## src/rtl/boot_seq_pkg.sv

```systemverilog
package boot_seq_pkg;
  typedef enum logic [2:0] {
    ST_LOCK, ST_RST, ST_HOLD, ST_BOOT, ST_RUN, ST_PD, ST_WAKE
  } seq_state_e;
endpackage

```

## src/rtl/rst_width_filter.sv

```systemverilog
module rst_width_filter #(
  parameter int MIN_W = 4
) (
  input  logic clk_i,
  input  logic rst_ni,
  input  logic ext_rst_ni,
  output logic accept_o
);
  localparam int CW = (MIN_W > 1) ? $clog2(MIN_W) : 1;
  localparam logic [CW-1:0] TOP = CW'(MIN_W - 1);

  logic [CW-1:0] low_cnt;

  always_ff @(posedge clk_i or negedge rst_ni) begin
    if (!rst_ni)          low_cnt <= '0;
    else if (ext_rst_ni)  low_cnt <= '0;
    else if (low_cnt != TOP) low_cnt <= low_cnt + 1'b1;
  end

  // accepted on the MIN_W-th consecutive low edge
  assign accept_o = !ext_rst_ni && (low_cnt == TOP);
endmodule

```

## src/rtl/cycle_timer.sv

```systemverilog
module cycle_timer #(
  parameter int LIMIT   = 300,
  parameter bit ON_LAST = 1'b1
) (
  input  logic clk_i,
  input  logic rst_ni,
  input  logic clr_i,
  input  logic en_i,
  output logic hit_o
);
  localparam int CW = $clog2(LIMIT + 1);
  localparam logic [CW-1:0] LIM = CW'(LIMIT);

  logic [CW-1:0] cnt;

  always_ff @(posedge clk_i or negedge rst_ni) begin
    if (!rst_ni)                 cnt <= '0;
    else if (clr_i)              cnt <= '0;
    else if (en_i && cnt != LIM) cnt <= cnt + 1'b1;
  end

  generate
    if (ON_LAST) begin : g_last
      assign hit_o = en_i && (cnt == LIM - 1'b1);
    end else begin : g_done
      assign hit_o = (cnt == LIM);
    end
  endgenerate
endmodule

```

## src/rtl/boot_seq_fsm.sv

```systemverilog
module boot_seq_fsm
  import boot_seq_pkg::*;
(
  input  logic       clk_i,
  input  logic       rst_ni,
  input  logic       ext_rst_ni,
  input  logic       rst_accept_i,
  input  logic       lock_done_i,
  input  logic       wake_last_i,
  input  logic       bus_req_i,
  input  logic       map_strap_i,
  input  logic       boot_done_i,
  input  logic       pd_req_i,
  input  logic       pd_wake_i,
  output seq_state_e state_o,
  output logic       stk_clr_o,
  output logic       irq_mask_o,
  output logic       stat_clr_o,
  output logic       boot_start_o,
  output logic       fetch_en_o,
  output logic       pd_ack_o
);
  seq_state_e st_q, st_d;

  function automatic seq_state_e launch(input logic req, input logic strap);
    if (req)        return ST_HOLD;
    else if (!strap) return ST_BOOT;
    else            return ST_RUN;
  endfunction

  always_comb begin
    st_d = st_q;
    unique case (st_q)
      ST_LOCK: if (lock_done_i && ext_rst_ni) st_d = launch(bus_req_i, map_strap_i);
      ST_RST:  if (ext_rst_ni)  st_d = launch(bus_req_i, map_strap_i);
      ST_HOLD: if (!bus_req_i)  st_d = launch(1'b0, map_strap_i);
      ST_BOOT: if (boot_done_i) st_d = ST_RUN;
      ST_RUN:  if (pd_req_i)    st_d = ST_PD;
      ST_PD:   if (pd_wake_i)   st_d = ST_WAKE;
      ST_WAKE: if (wake_last_i) st_d = ST_RUN;
      default: st_d = ST_LOCK;
    endcase
    if (rst_accept_i && st_q != ST_LOCK) st_d = ST_RST;
  end

  always_ff @(posedge clk_i or negedge rst_ni) begin
    if (!rst_ni) st_q <= ST_LOCK;
    else         st_q <= st_d;
  end

  assign state_o      = st_q;
  assign stk_clr_o    = (st_q == ST_LOCK) || (st_q == ST_RST);
  assign stat_clr_o   = stk_clr_o;
  assign irq_mask_o   = stk_clr_o || (st_q == ST_HOLD) || (st_q == ST_BOOT);
  assign boot_start_o = (st_q == ST_BOOT);
  assign fetch_en_o   = (st_q == ST_RUN);
  assign pd_ack_o     = (st_q == ST_PD) || (st_q == ST_WAKE);

  AST_FETCH_AFTER_LOCK: assert property (@(posedge clk_i) disable iff (!rst_ni)
    fetch_en_o |-> lock_done_i);
  AST_MASK_ON_RESET: assert property (@(posedge clk_i) disable iff (!rst_ni)
    rst_accept_i |=> (irq_mask_o && stk_clr_o && stat_clr_o));
  AST_BOOT_HANDOFF: assert property (@(posedge clk_i) disable iff (!rst_ni)
    (boot_start_o && boot_done_i && !rst_accept_i) |=> (fetch_en_o && !boot_start_o));
  AST_HOLD_BLOCKS: assert property (@(posedge clk_i) disable iff (!rst_ni)
    (irq_mask_o && !stk_clr_o && !boot_start_o && bus_req_i) |=> (!fetch_en_o && !boot_start_o));
  AST_PD_EXIT: assert property (@(posedge clk_i) disable iff (!rst_ni)
    $fell(pd_ack_o) |-> (fetch_en_o || stk_clr_o));
endmodule

```

## src/rtl/boot_seq_top.sv

```systemverilog
module boot_seq_top
  import boot_seq_pkg::*;
#(
  parameter int          LOCK_CYCLES = 2000,
  parameter int          MIN_RST_W   = 4,
  parameter int          PD_RECOVER  = 300,
  parameter int          ADDR_W      = 14,
  parameter logic [ADDR_W-1:0] START_ADDR = '0
) (
  input  logic              clk_i,
  input  logic              rst_ni,
  input  logic              pwr_ok_i,
  input  logic              ext_rst_ni,
  input  logic              bus_req_i,
  input  logic              map_strap_i,
  input  logic              boot_done_i,
  input  logic              pd_req_i,
  input  logic              pd_wake_i,
  output logic              stk_clr_o,
  output logic              irq_mask_o,
  output logic              stat_clr_o,
  output logic              boot_start_o,
  output logic              fetch_en_o,
  output logic [ADDR_W-1:0] fetch_addr_o,
  output logic              pd_ack_o
);
  logic       rst_accept, lock_done, wake_last;
  seq_state_e state;

  rst_width_filter #(.MIN_W(MIN_RST_W)) u_filt (
    .clk_i, .rst_ni, .ext_rst_ni, .accept_o(rst_accept)
  );

  cycle_timer #(.LIMIT(LOCK_CYCLES), .ON_LAST(1'b0)) u_lock (
    .clk_i, .rst_ni, .clr_i(1'b0), .en_i(pwr_ok_i), .hit_o(lock_done)
  );

  cycle_timer #(.LIMIT(PD_RECOVER), .ON_LAST(1'b1)) u_wake (
    .clk_i, .rst_ni, .clr_i(state != ST_WAKE), .en_i(state == ST_WAKE), .hit_o(wake_last)
  );

  boot_seq_fsm u_fsm (
    .clk_i, .rst_ni, .ext_rst_ni,
    .rst_accept_i(rst_accept), .lock_done_i(lock_done), .wake_last_i(wake_last),
    .bus_req_i, .map_strap_i, .boot_done_i, .pd_req_i, .pd_wake_i,
    .state_o(state),
    .stk_clr_o, .irq_mask_o, .stat_clr_o, .boot_start_o, .fetch_en_o, .pd_ack_o
  );

  assign fetch_addr_o = START_ADDR;
endmodule

```

## config.mk

```make
export PLATFORM = sky130hd
export DESIGN_NAME = boot_seq_top
export DESIGN_NICKNAME = d
export VERILOG_FILES = /design/src/rtl/boot_seq_pkg.sv /design/src/rtl/rst_width_filter.sv /design/src/rtl/cycle_timer.sv /design/src/rtl/boot_seq_fsm.sv /design/src/rtl/boot_seq_top.sv
export SDC_FILE = /design/constraint.sdc
export NUM_CORES = 1
export LEC_CHECK = 0
export BUFFER_PORTS_ARGS = -buffer_cell sky130_fd_sc_hd__buf_2
export CAP_MARGIN = 20
export CORE_UTILIZATION = 39
export DETAILED_ROUTE_END_ITERATION = 16
export PLACE_DENSITY = 0.66
export SLEW_MARGIN = 20
export SYNTH_ARGS = -nofsm -noshare
export SYNTH_HDL_FRONTEND = slang
export SYNTH_SLANG_ARGS = --single-unit
```

## constraint.sdc

```tcl
create_clock -name clk_i -period 4.05 [get_ports clk_i]
set_clock_uncertainty 0.1 [all_clocks]
set_input_delay 0 -clock clk_i [delete_from_list [all_inputs] [get_ports clk_i]]
set_output_delay 0 -clock clk_i [all_outputs]
set_load 0.01 [all_outputs]
```

==> results.py, run 1 <==
metrics = {
    "critical_path": {
        "worstPathCellList": "inv_1 -> nor3_1 -> a2111oi_1 -> o21bai_1 -> a221oi_1",
        "critPathCaptureType": "flop",
        "slowest_stage": "dfrtp_1",
        "worstSetupPathType": "flop to flop",
        "cp-start-kind": "flop",
        "worstPathArrival_ns": 1.99,
        "cp.required_ns": 4.11,
        "slowest_delay_ns": 0.53,
        "path_max_fanout": 15,
    },
    "power_and_ir_drop": {
        "p_seq_share_pct": 47.7,
        "clkPwrFrac_pct": 18.6,
        "switching_share_pct": 36.6,
        "power_mw": 0.772,
        "leakage_nw": 0.710,
        "pwr-share-comb_pct": 33.6,
        "ir_drop_mv": 0.217,
        "p_sw_mw": 0.283,
        "p_per_area_nw_per_um2": 458,
        "p_int_mw": 0.489,
    },
    "route": {
        "ant_nets": 0,
        "dr.pass1.iters": 4,
        "vias_per_cell": 5.05,
        "drc_errors": 0,
        "wl_per_cell_um": 11.5,
        "num_vias": 1177,
        "routed_wirelength_um": 2680,
        "drt_iter0_drc": 54,
    },
    "cells_and_area": {
        "drive_gt1_share_pct": 15.1,
        "most-common-layout-cells": "25 x dfrtp_1, 15 x nor2_1, 14 x conb_1, 14 x buf_2, 13 x nand2_1",
        "final_cells": 233,
        "multiInputGateArea_um2": 817,
        "syn2layout_area_growth_pct": 7.93,
        "antenna_cells": 0,
        "utilization_pct": 45.0,
        "final_common_cell": "dfrtp_1",
        "finalInstanceArea_um2": 1690,
        "fill_cells": 381,
        "nets": 200,
        "ff_latch_area_um2": 626,
    },
    "synth": {
        "synth_ff_type": "dfrtp_1",
        "ys_seq_area_share_pct": 40.1,
        "syn_area_um2": 1560,
        "synth_edf_count": 0,
        "yosys_warnings": 0,
        "ys_ff_latch": 25,
        "netlist_instances": 169,
        "synth.distinct_cells": 37,
        "synthArstFlopShare_pct": 100,
        "syn_area_per_cell_um2": 9.24,
    },
    "global_routing": {
        "grt_start_max_net_pins": 26,
        "grt_use_met1_pct": 19.2,
        "overflow": 0,
        "top_usage_layer": "met2",
        "grtUsageMet3_pct": 2.08,
        "gr-usage-met2_pct": 22.0,
        "grt_usage_pct": 13.9,
        "grt_pass1_wl_um": 4620,
        "antenna_found_initial": 0,
        "grt_pass1_vias": 1016,
    },
    "cts": {
        "cts_tree": "built",
        "numCtsBuffers": 3,
        "clock_sinks": 25,
        "cts_buffer_depth": 2,
        "ctsResizeCount": 0,
        "worstSkewPairLatency_ns": 0.26,
        "root_buffer": "clkbuf_8",
        "htreeDepth": 1,
        "clk_pin_slew_ns": 0.09,
    },
    "timing": {
        "max_clock_freq_ghz": 0.519,
        "maxSlewViolCount": 0,
        "layout_setup_ws_ns": 2.12,
        "tightestPinTransition_ns": 0.614,
        "final-setup-viol-count": 0,
        "min_period_over_period_pct": 47.6,
        "relSlewSlack_pct": 58.7,
        "rsz0062_at_grt": "no",
        "tns_ns": 0,
        "hold_viol": 0,
        "timing.hold.ws_ns": 0.0944,
        "period_minus_slack_ns": 1.93,
    },
    "floorplanning": {
        "die_width_um": 65.3,
        "die_height_um": 65.3,
        "core-area_um2": 3740,
        "start_util_pct": 41.7,
        "io_pins": 29,
        "rows": 22,
        "dieArea_um2": 4260,
    },
    "outcome": {
        "status": "completed",
    },
    "place": {
        "place_area_um2": 1610,
        "dp_hpwl_um": 1990,
        "pre_cts_slack_ns": 2.12,
        "portBuffers": 14,
        "routabilityCongestion": 0.818,
        "placedCellCount": 226,
    },
    "hold_path": {
        "min_path_type": "input pin to flop",
    },
    "run": {
        "maxCapViolCount": 0,
    },
}
[power by group through the flow]
stage	registers, mW	clock network, mW	logic, mW
2_1_floorplan	0.340	0	0.243
3_3_place_gp	0.370	0	0.254
3_5_place_dp	0.373	0	0.258
4_1_cts	0.368	0.153	0.262
5_1_grt	0.380	0.163	0.293
6_report	0.368	0.144	0.260
[final cells by class]
type	instances	share of cell area [%]
clock buffer	4	2.67
inverter	10	2.23
multi-input combinational	129	48.5
sequential	25	37.1
tap	48	3.56
timing repair buffer	17	5.94
[layer usage]
metal  up-vias  wire, um
li1        585         -
met2        34      1180
met3         4       111
met4         0        34
met1       554      1360
met5         -         0
[critical path, delay by kind of cell (launching register included)]
kind                   cells  cell delay [ns]
AOI/OAI and AO/OA          3             0.94
DFF                        1             0.53
buffers and inverters      1             0.17
and+or+nand+nor            1             0.09
[flip-flops by register name, indices dropped and copies added, names as in the netlist]
name            flops
u_fsm.state_o       3
u_wake.cnt          9
u_lock.cnt         11
u_filt.low_cnt      2
[worst paths after layout]
path | startpoint | to | slack [ns] | cells past startpoint
max in group asynchronous | rst_ni | u_filt.low_cnt[1] | 3.31 | 2
max reg2reg | u_fsm.state_o[2] | u_fsm.state_o[0] | 2.12 | 5
max | u_fsm.state_o[2] | u_fsm.state_o[0] | 2.12 | 5
min in group asynchronous | rst_ni | u_wake.cnt[0] | 0.15 | 2
min reg2reg | u_lock.cnt[10] | u_lock.cnt[10] | 0.39 | 1
min | bus_req_i | u_fsm.state_o[0] | 0.09 | 4
[logic make-up after synthesis]
logic type	synth area share, %
adder cells (fa/ha/maj)	4.01
buffers and inverters	10.7
flip-flops	40.1
XOR/XNOR	8.41
AO/OA/AOI/OAI	9.38
other	0.240
multiplexers	1.28
AND/OR/NAND/NOR	25.9
[cell usage after synthesis (all sizes together) (2+ instances only)]
library cell | number | area (um^2)
o21ai | 7 | 35.0
dfrtp | 25 | 626
nand2b | 4 | 25.0
nand4 | 4 | 25.0
ha | 5 | 62.6
or3 | 2 | 12.5
inv | 10 | 37.5
buf | 18 | 130
nor4 | 5 | 37.5
nand3 | 9 | 55.1
nor2 | 15 | 56.3
nor2b | 4 | 25.0
xor2 | 5 | 43.8
mux2i | 2 | 20.0
nor3 | 11 | 65.1
or2 | 2 | 12.5
xnor2 | 10 | 87.6
a21oi | 4 | 20.0
nand2 | 13 | 48.8
[repair_timing]
item,in CTS,in global routing
endpoints found under the hold margin,28,0
endpoints found under the setup margin,0,0
hold buffers,3,0
setup buffers,0,0
Note: power is estimated with default switching activity, not from simulation.
==> inputs of run 2 (changes only) <==
Settings changed: ABC_AREA set to 1, PLACE_DENSITY 0.66 to 0.68.
Clock period 4.05 ns to 1.6 ns, I/O delays scaled along.
==> run 2 against run 1 <==
- critical path depth grew 3
- first-iteration DRC count shrank 26%
- synthesized area grew 7.6%
- clock power grew 150%
- sequential power grew to 2.6 times the previous value
- worst setup slack lost 2.1 ns
- highest routed layer unchanged
==> results.py, run 2 <==
metrics = {
    "place": {
        "dp_hpwl_um": 2310,
        "placedCellCount": 287,
        "routabilityCongestion": 0.841,
        "portBuffers": 14,
        "place_area_um2": 1760,
    },
    "power_and_ir_drop": {
        "p_per_area_nw_per_um2": 1300,
        "p_int_mw": 1.40,
        "pwr-share-comb_pct": 45.8,
        "p_sw_mw": 1.06,
        "switching_share_pct": 43.0,
        "ir_drop_mv": 0.856,
        "p_seq_share_pct": 39.6,
        "leakage_nw": 0.965,
        "clkPwrFrac_pct": 14.6,
    },
    "synth": {
        "syn_area_um2": 1680,
        "synth_edf_count": 0,
        "syn_area_per_cell_um2": 7.50,
        "synth.distinct_cells": 27,
        "ys_seq_area_share_pct": 37.2,
        "synth_area_leaders": "dfrtp_1 37%, nand2_1 9.4%, buf_4 6.7%",
        "synthArstFlopShare_pct": 100,
        "synth_top_area_cell": "dfrtp_1",
        "ys_ff_latch": 25,
        "yosysMostFrequentCell": "nand2_1",
        "synth_ff_type": "dfrtp_1",
        "yosys_warnings": 0,
        "synth_top_area_share_pct": 37.2,
        "netlist_instances": 224,
        "synthTopCellsByCount": "42 x nand2_1, 28 x inv_1, 25 x dfrtp_1",
    },
    "critical_path": {
        "worstSetupPathType": "flop to flop",
        "path_max_fanout": 4,
        "worstPathArrival_ns": 1.60,
        "r2r_slack_ns": 0.06,
        "ff2ff_path_depth": 8,
        "cp.required_ns": 1.66,
        "critPathCaptureType": "flop",
        "cp-start-kind": "flop",
    },
    "route": {
        "drc_errors": 0,
        "ant_nets": 0,
        "dr.pass1.iters": 4,
        "routed_wirelength_um": 2970,
        "wl_met3_um": 64,
        "top_layer": "met4",
        "met2_length_um": 1490,
        "wl_per_cell_um": 10.1,
        "num_vias": 1361,
        "drt_iter0_drc": 40,
        "vias_per_cell": 4.61,
        "met1_length_um": 1410,
    },
    "run": {
        "maxCapViolCount": 0,
    },
    "global_routing": {
        "grt_usage_pct": 14.0,
        "grt_pass1_vias": 1188,
        "overflow": 0,
        "grt_pass1_wl_um": 4930,
        "antenna_found_initial": 0,
        "grt_start_max_net_pins": 26,
    },
    "cts": {
        "root_buffer": "clkbuf_8",
        "clock_sinks": 25,
        "clk_pin_slew_ns": 0.08,
        "htreeDepth": 1,
        "cts_tree": "built",
        "cts_buffer_depth": 2,
        "numCtsBuffers": 3,
        "worstSkewPairLatency_ns": 0.26,
    },
    "timing": {
        "maxSlewViolCount": 0,
        "max_clock_freq_ghz": 0.651,
        "relSlewSlack_pct": 63.0,
        "period_minus_slack_ns": 1.54,
        "rsz0062_at_grt": "yes",
        "tightestPinTransition_ns": 0.555,
        "min_period_over_period_pct": 96.0,
        "final-setup-viol-count": 0,
        "timing.hold.ws_ns": 0.125,
        "hold_viol": 0,
    },
    "cells_and_area": {
        "final_common_cell": "nand2_1",
        "drive_gt1_share_pct": 22.0,
        "most-common-layout-cells": "41 x nand2_1, 26 x inv_1, 25 x dfrtp_1",
        "antenna_cells": 0,
        "largest-register": "u_lock.cnt",
        "finalInstanceArea_um2": 1890,
        "largest_reg_flops": 11,
        "final_cells": 295,
        "nets": 260,
        "syn2layout_area_growth_pct": 12.4,
    },
    "hold_path": {
        "hold_depth": 6,
        "min_path_type": "input pin to flop",
    },
    "floorplanning": {
        "die_width_um": 67.6,
        "die_height_um": 67.6,
        "core-area_um2": 4060,
        "start_util_pct": 41.4,
        "rows": 23,
        "io_pins": 29,
        "dieArea_um2": 4580,
    },
    "outcome": {
        "status": "completed",
    },
}
-- run 2: changes by cell type after synthesis, sizes merged, moves of 7 or more --
cell   before  now
inv        10   37
nand2      13   48
nand3       9   22
nor2       15   24
nor3       11    4
xnor2      10    2
-- run 2: cells by family after synthesis --
family	share of synthesized area, %
other	0.223
adders and majority gates	3.72
buffers and inverters	15.9
and+or+nand+nor	31.3
AOI/OAI and AO/OA	6.85
DFF	37.2
xor gates and xnor gates	4.69
-- run 2: worst max-delay path, stage by stage (launching register included) --
cell     delay (ns)
dfrtp_1        0.43
buf_4          0.15
inv_1          0.08
ha_1           0.19
inv_1          0.05
nor2_1         0.09
nand4_1        0.19
nand4_1        0.12
inv_1          0.04
-- run 2: repair_timing --
item	CTS	global route
setup endpoints to repair	0	13
hold buffers	3	0
resized for setup	0	13
buffers inserted	0	1
endpoints found under the hold margin	29	0
-- run 2: worst paths after layout --
path,start,end
worst max-delay path,u_wake.cnt[1],u_wake.cnt[4]
worst min-delay path,map_strap_i,u_fsm.state_o[1]
worst max register to register,u_wake.cnt[1],u_wake.cnt[4]
worst min register to register,u_filt.low_cnt[0],u_filt.low_cnt[0]
max in group asynchronous,rst_ni,u_lock.cnt[5]
min in group asynchronous,rst_ni,u_wake.cnt[4]
-- run 2: power groups by stage --
stage / Clock (mW) / Sequential [mW] / Combinational, mW
CTS: 0.379 / 0.967 / 1.07
floorplan: 0 / 0.889 / 0.911
finish: 0.359 / 0.975 / 1.13
global route: 0.403 / 0.999 / 1.29
detailed placement: 0 / 0.977 / 1.06
global placement: 0 / 0.977 / 1.05
-- run 2: stage by stage --
stage	utilization (%)	setup slack [ns]	TNS, ns	total power [mW]
final	46.6	0.0644	0	2.46
after global routing	46.6	-0.0911	-0.426	2.70
after CTS	45.1	0.0415	0	2.41
after detailed placement	43.3	0.0518	0	2.04
after global placement	43.3	0.0909	0	2.02
after floorplan	-	0.116	0	1.80
-- run 2: layout make-up --
class,count,area [um^2]
fill,389,2170
multi-input combinational,158,887
tap,50,62.6
inverter,37,139
timing repair buffer,21,130
clock buffer,4,45.0
sequential,25,626
-- run 2: routing by layer --
metal / up-vias / global-route usage (%)
li1: 723 / -
met1: 620 / 18.0
met2: 16 / 23.6
met3: 2 / 3.55
met4: 0 / 2.39
met5: - / 0
==> inputs of run 3 (changes only) <==
==> constraint.sdc (replaced) <==
create_clock -name clk_i -period 1.6 [get_ports clk_i]
set_clock_uncertainty 0.1 [all_clocks]
set_input_delay 0.08 -clock clk_i [delete_from_list [all_inputs] [get_ports clk_i]]
set_output_delay 0.08 -clock clk_i [all_outputs]
set_load 0.01 [all_outputs]
==> run 3 against run 2 <==
- sequential share of layout area grew 0.44 points
- combinational power is essentially flat
- hold slack lost 0.092 ns
- clock power is essentially flat
- largest power group unchanged
- wire length shrank 0.13%
- die area is the same
- largest cell class unchanged
==> results.py, run 3 (synthesized netlist as in run 2, its figures left out) <==
metrics = {
    "outcome": {
        "status": "completed",
    },
    "critical_path": {
        "worstPathArrival_ns": 1.60,
        "ff2ff_path_depth": 8,
        "cp.required_ns": 1.66,
        "cpMostUsedCell": "inv_1",
        "critPathCaptureType": "flop",
        "crit_start": "u_wake.cnt[1]",
        "slowest_delay_ns": 0.43,
        "reg2reg_from": "u_wake.cnt[1]",
        "cp-start-kind": "flop",
        "slowest_stage": "dfrtp_1",
        "cp.depth": 8,
        "path_max_fanout": 4,
        "path_delay_family": "flip-flops",
        "worstSetupPathType": "flop to flop",
        "crit_buf_inv": 4,
        "worstPathCellList": "buf_4 -> inv_1 -> ha_1 -> inv_1 -> nor2_1 -> nand4_1 -> nand4_1 -> inv_1",
    },
    "global_routing": {
        "grt_pass1_vias": 1184,
        "grt_start_max_net_pins": 26,
        "overflow": 0,
        "antenna_found_initial": 0,
        "grt_pass1_wl_um": 4930,
        "grt_usage_pct": 14.0,
    },
    "place": {
        "dp_hpwl_um": 2310,
        "portBuffers": 14,
        "pre_cts_slack_ns": 0.0518,
        "placedCellCount": 287,
        "routabilityCongestion": 0.841,
    },
    "timing": {
        "tightestPinTransition_ns": 0.556,
        "hold_viol": 0,
        "rsz0062_at_grt": "yes",
        "layout_setup_ws_ns": 0.0644,
        "period_minus_slack_ns": 1.54,
        "min_period_over_period_pct": 96.0,
        "maxSlewViolCount": 0,
        "final-setup-viol-count": 0,
        "max_clock_freq_ghz": 0.651,
        "relSlewSlack_pct": 62.9,
    },
    "route": {
        "drt_iter0_drc": 53,
        "num_vias": 1356,
        "drc_errors": 0,
        "ant_nets": 0,
        "dr.pass1.iters": 4,
        "wl_per_cell_um": 10.1,
        "vias_per_cell": 4.63,
        "routed_wirelength_um": 2970,
    },
    "cells_and_area": {
        "utilization_pct": 46.1,
        "drive_gt1_share_pct": 23.0,
        "final_common_cell": "nand2_1",
        "ff_latch_area_um2": 628,
        "most-common-layout-cells": "41 x nand2_1, 26 x inv_1, 23 x dfrtp_1",
        "fill_cells": 389,
        "largest_reg_flops": 11,
        "largest-register": "u_lock.cnt",
        "nets": 258,
        "antenna_cells": 0,
        "multiInputGateArea_um2": 887,
        "syn2layout_area_growth_pct": 11.4,
        "final_cells": 293,
    },
    "floorplanning": {
        "start_util_pct": 41.4,
        "dieArea_um2": 4580,
        "core-area_um2": 4060,
        "io_pins": 29,
        "die_height_um": 67.6,
        "rows": 23,
        "die_width_um": 67.6,
    },
    "power_and_ir_drop": {
        "p_per_area_nw_per_um2": 1320,
        "leakage_nw": 0.955,
        "ir_drop_mv": 0.862,
    },
    "cts": {
        "numCtsBuffers": 3,
        "htreeDepth": 1,
        "clk_pin_slew_ns": 0.08,
        "worstSkewPairLatency_ns": 0.26,
        "cts_tree": "built",
        "clock_sinks": 25,
        "root_buffer": "clkbuf_8",
        "cts_buffer_depth": 2,
    },
    "hold_path": {
        "worstHoldStart": "ext_rst_ni",
        "hold_depth": 4,
        "min_path_type": "input pin to flop",
    },
    "run": {
        "maxCapViolCount": 0,
    },
}
-- run 3: cell types whose count changed in the layout (fill, tap and decap cells not counted), sizes merged --
cell,change
dlygate4sd3,-2
-- run 3: stage by stage --
| stage | setup TNS [ns] | instance area (um^2) | hold slack (ns) | power [mW] |
|---|---|---|---|---|
| 2_1_floorplan | 0 | 1730 | -0.316 | 1.80 |
| 3_3_place_gp | 0 | 1760 | 0.00849 | 2.02 |
| 3_5_place_dp | 0 | 1760 | 0.00499 | 2.04 |
| 4_1_cts | 0 | 1810 | 0.0221 | 2.41 |
| 5_1_grt | -0.418 | 1870 | 0.0479 | 2.70 |
| 6_report | 0 | 1870 | 0.0335 | 2.46 |
-- run 3: layer usage --
layer / global-route usage, % / vias up / wire (um)
met5: 0 / - / 0
met4: 2.39 / 0 / 8
met3: 3.55 / 2 / 83
met2: 23.6 / 20 / 1510
met1: 18.0 / 618 / 1370
li1: - / 716 / -
-- run 3: power breakdown --
group	internal, mW	leakage [nW]	switching, mW
sequential	0.786	0.328	0.195
combinational	0.442	0.604	0.681
clock	0.177	0.0228	0.182
-- run 3: worst register-to-register path, delay by kind of cell (launching register included) --
| family | cells | cell delay, ns |
|---|---|---|
| DFF | 1 | 0.43 |
| and+or+nand+nor | 3 | 0.41 |
| buffers and inverters | 4 | 0.32 |
| adders and majority gates | 1 | 0.19 |
-- run 3: cell type report --
class | instances | share of cell area [%]
Sequential cell | 25 | 33.6
Tap cell | 50 | 3.34
Inverter | 37 | 7.42
Clock buffer | 4 | 2.41
Timing Repair Buffer | 19 | 5.88
Multi-Input combinational cell | 158 | 47.4
-- run 3: final timing paths --
path	end	slack, ns
max in group asynchronous	u_fsm.state_o[0]	0.77
worst min-delay path	u_filt.low_cnt[0]	0.03
worst min register to register	u_filt.low_cnt[0]	0.37
worst max register to register	u_wake.cnt[4]	0.06
min in group asynchronous	u_wake.cnt[4]	0.23
worst max-delay path	u_wake.cnt[4]	0.06
-- run 3: repair_timing --
action | 4_1_cts | 5_1_grt
hold endpoints to repair | 25 | 0
hold buffers | 1 | 0
gates resized for setup | 0 | 15
setup endpoints to repair | 0 | 14
buffers inserted | 0 | 1
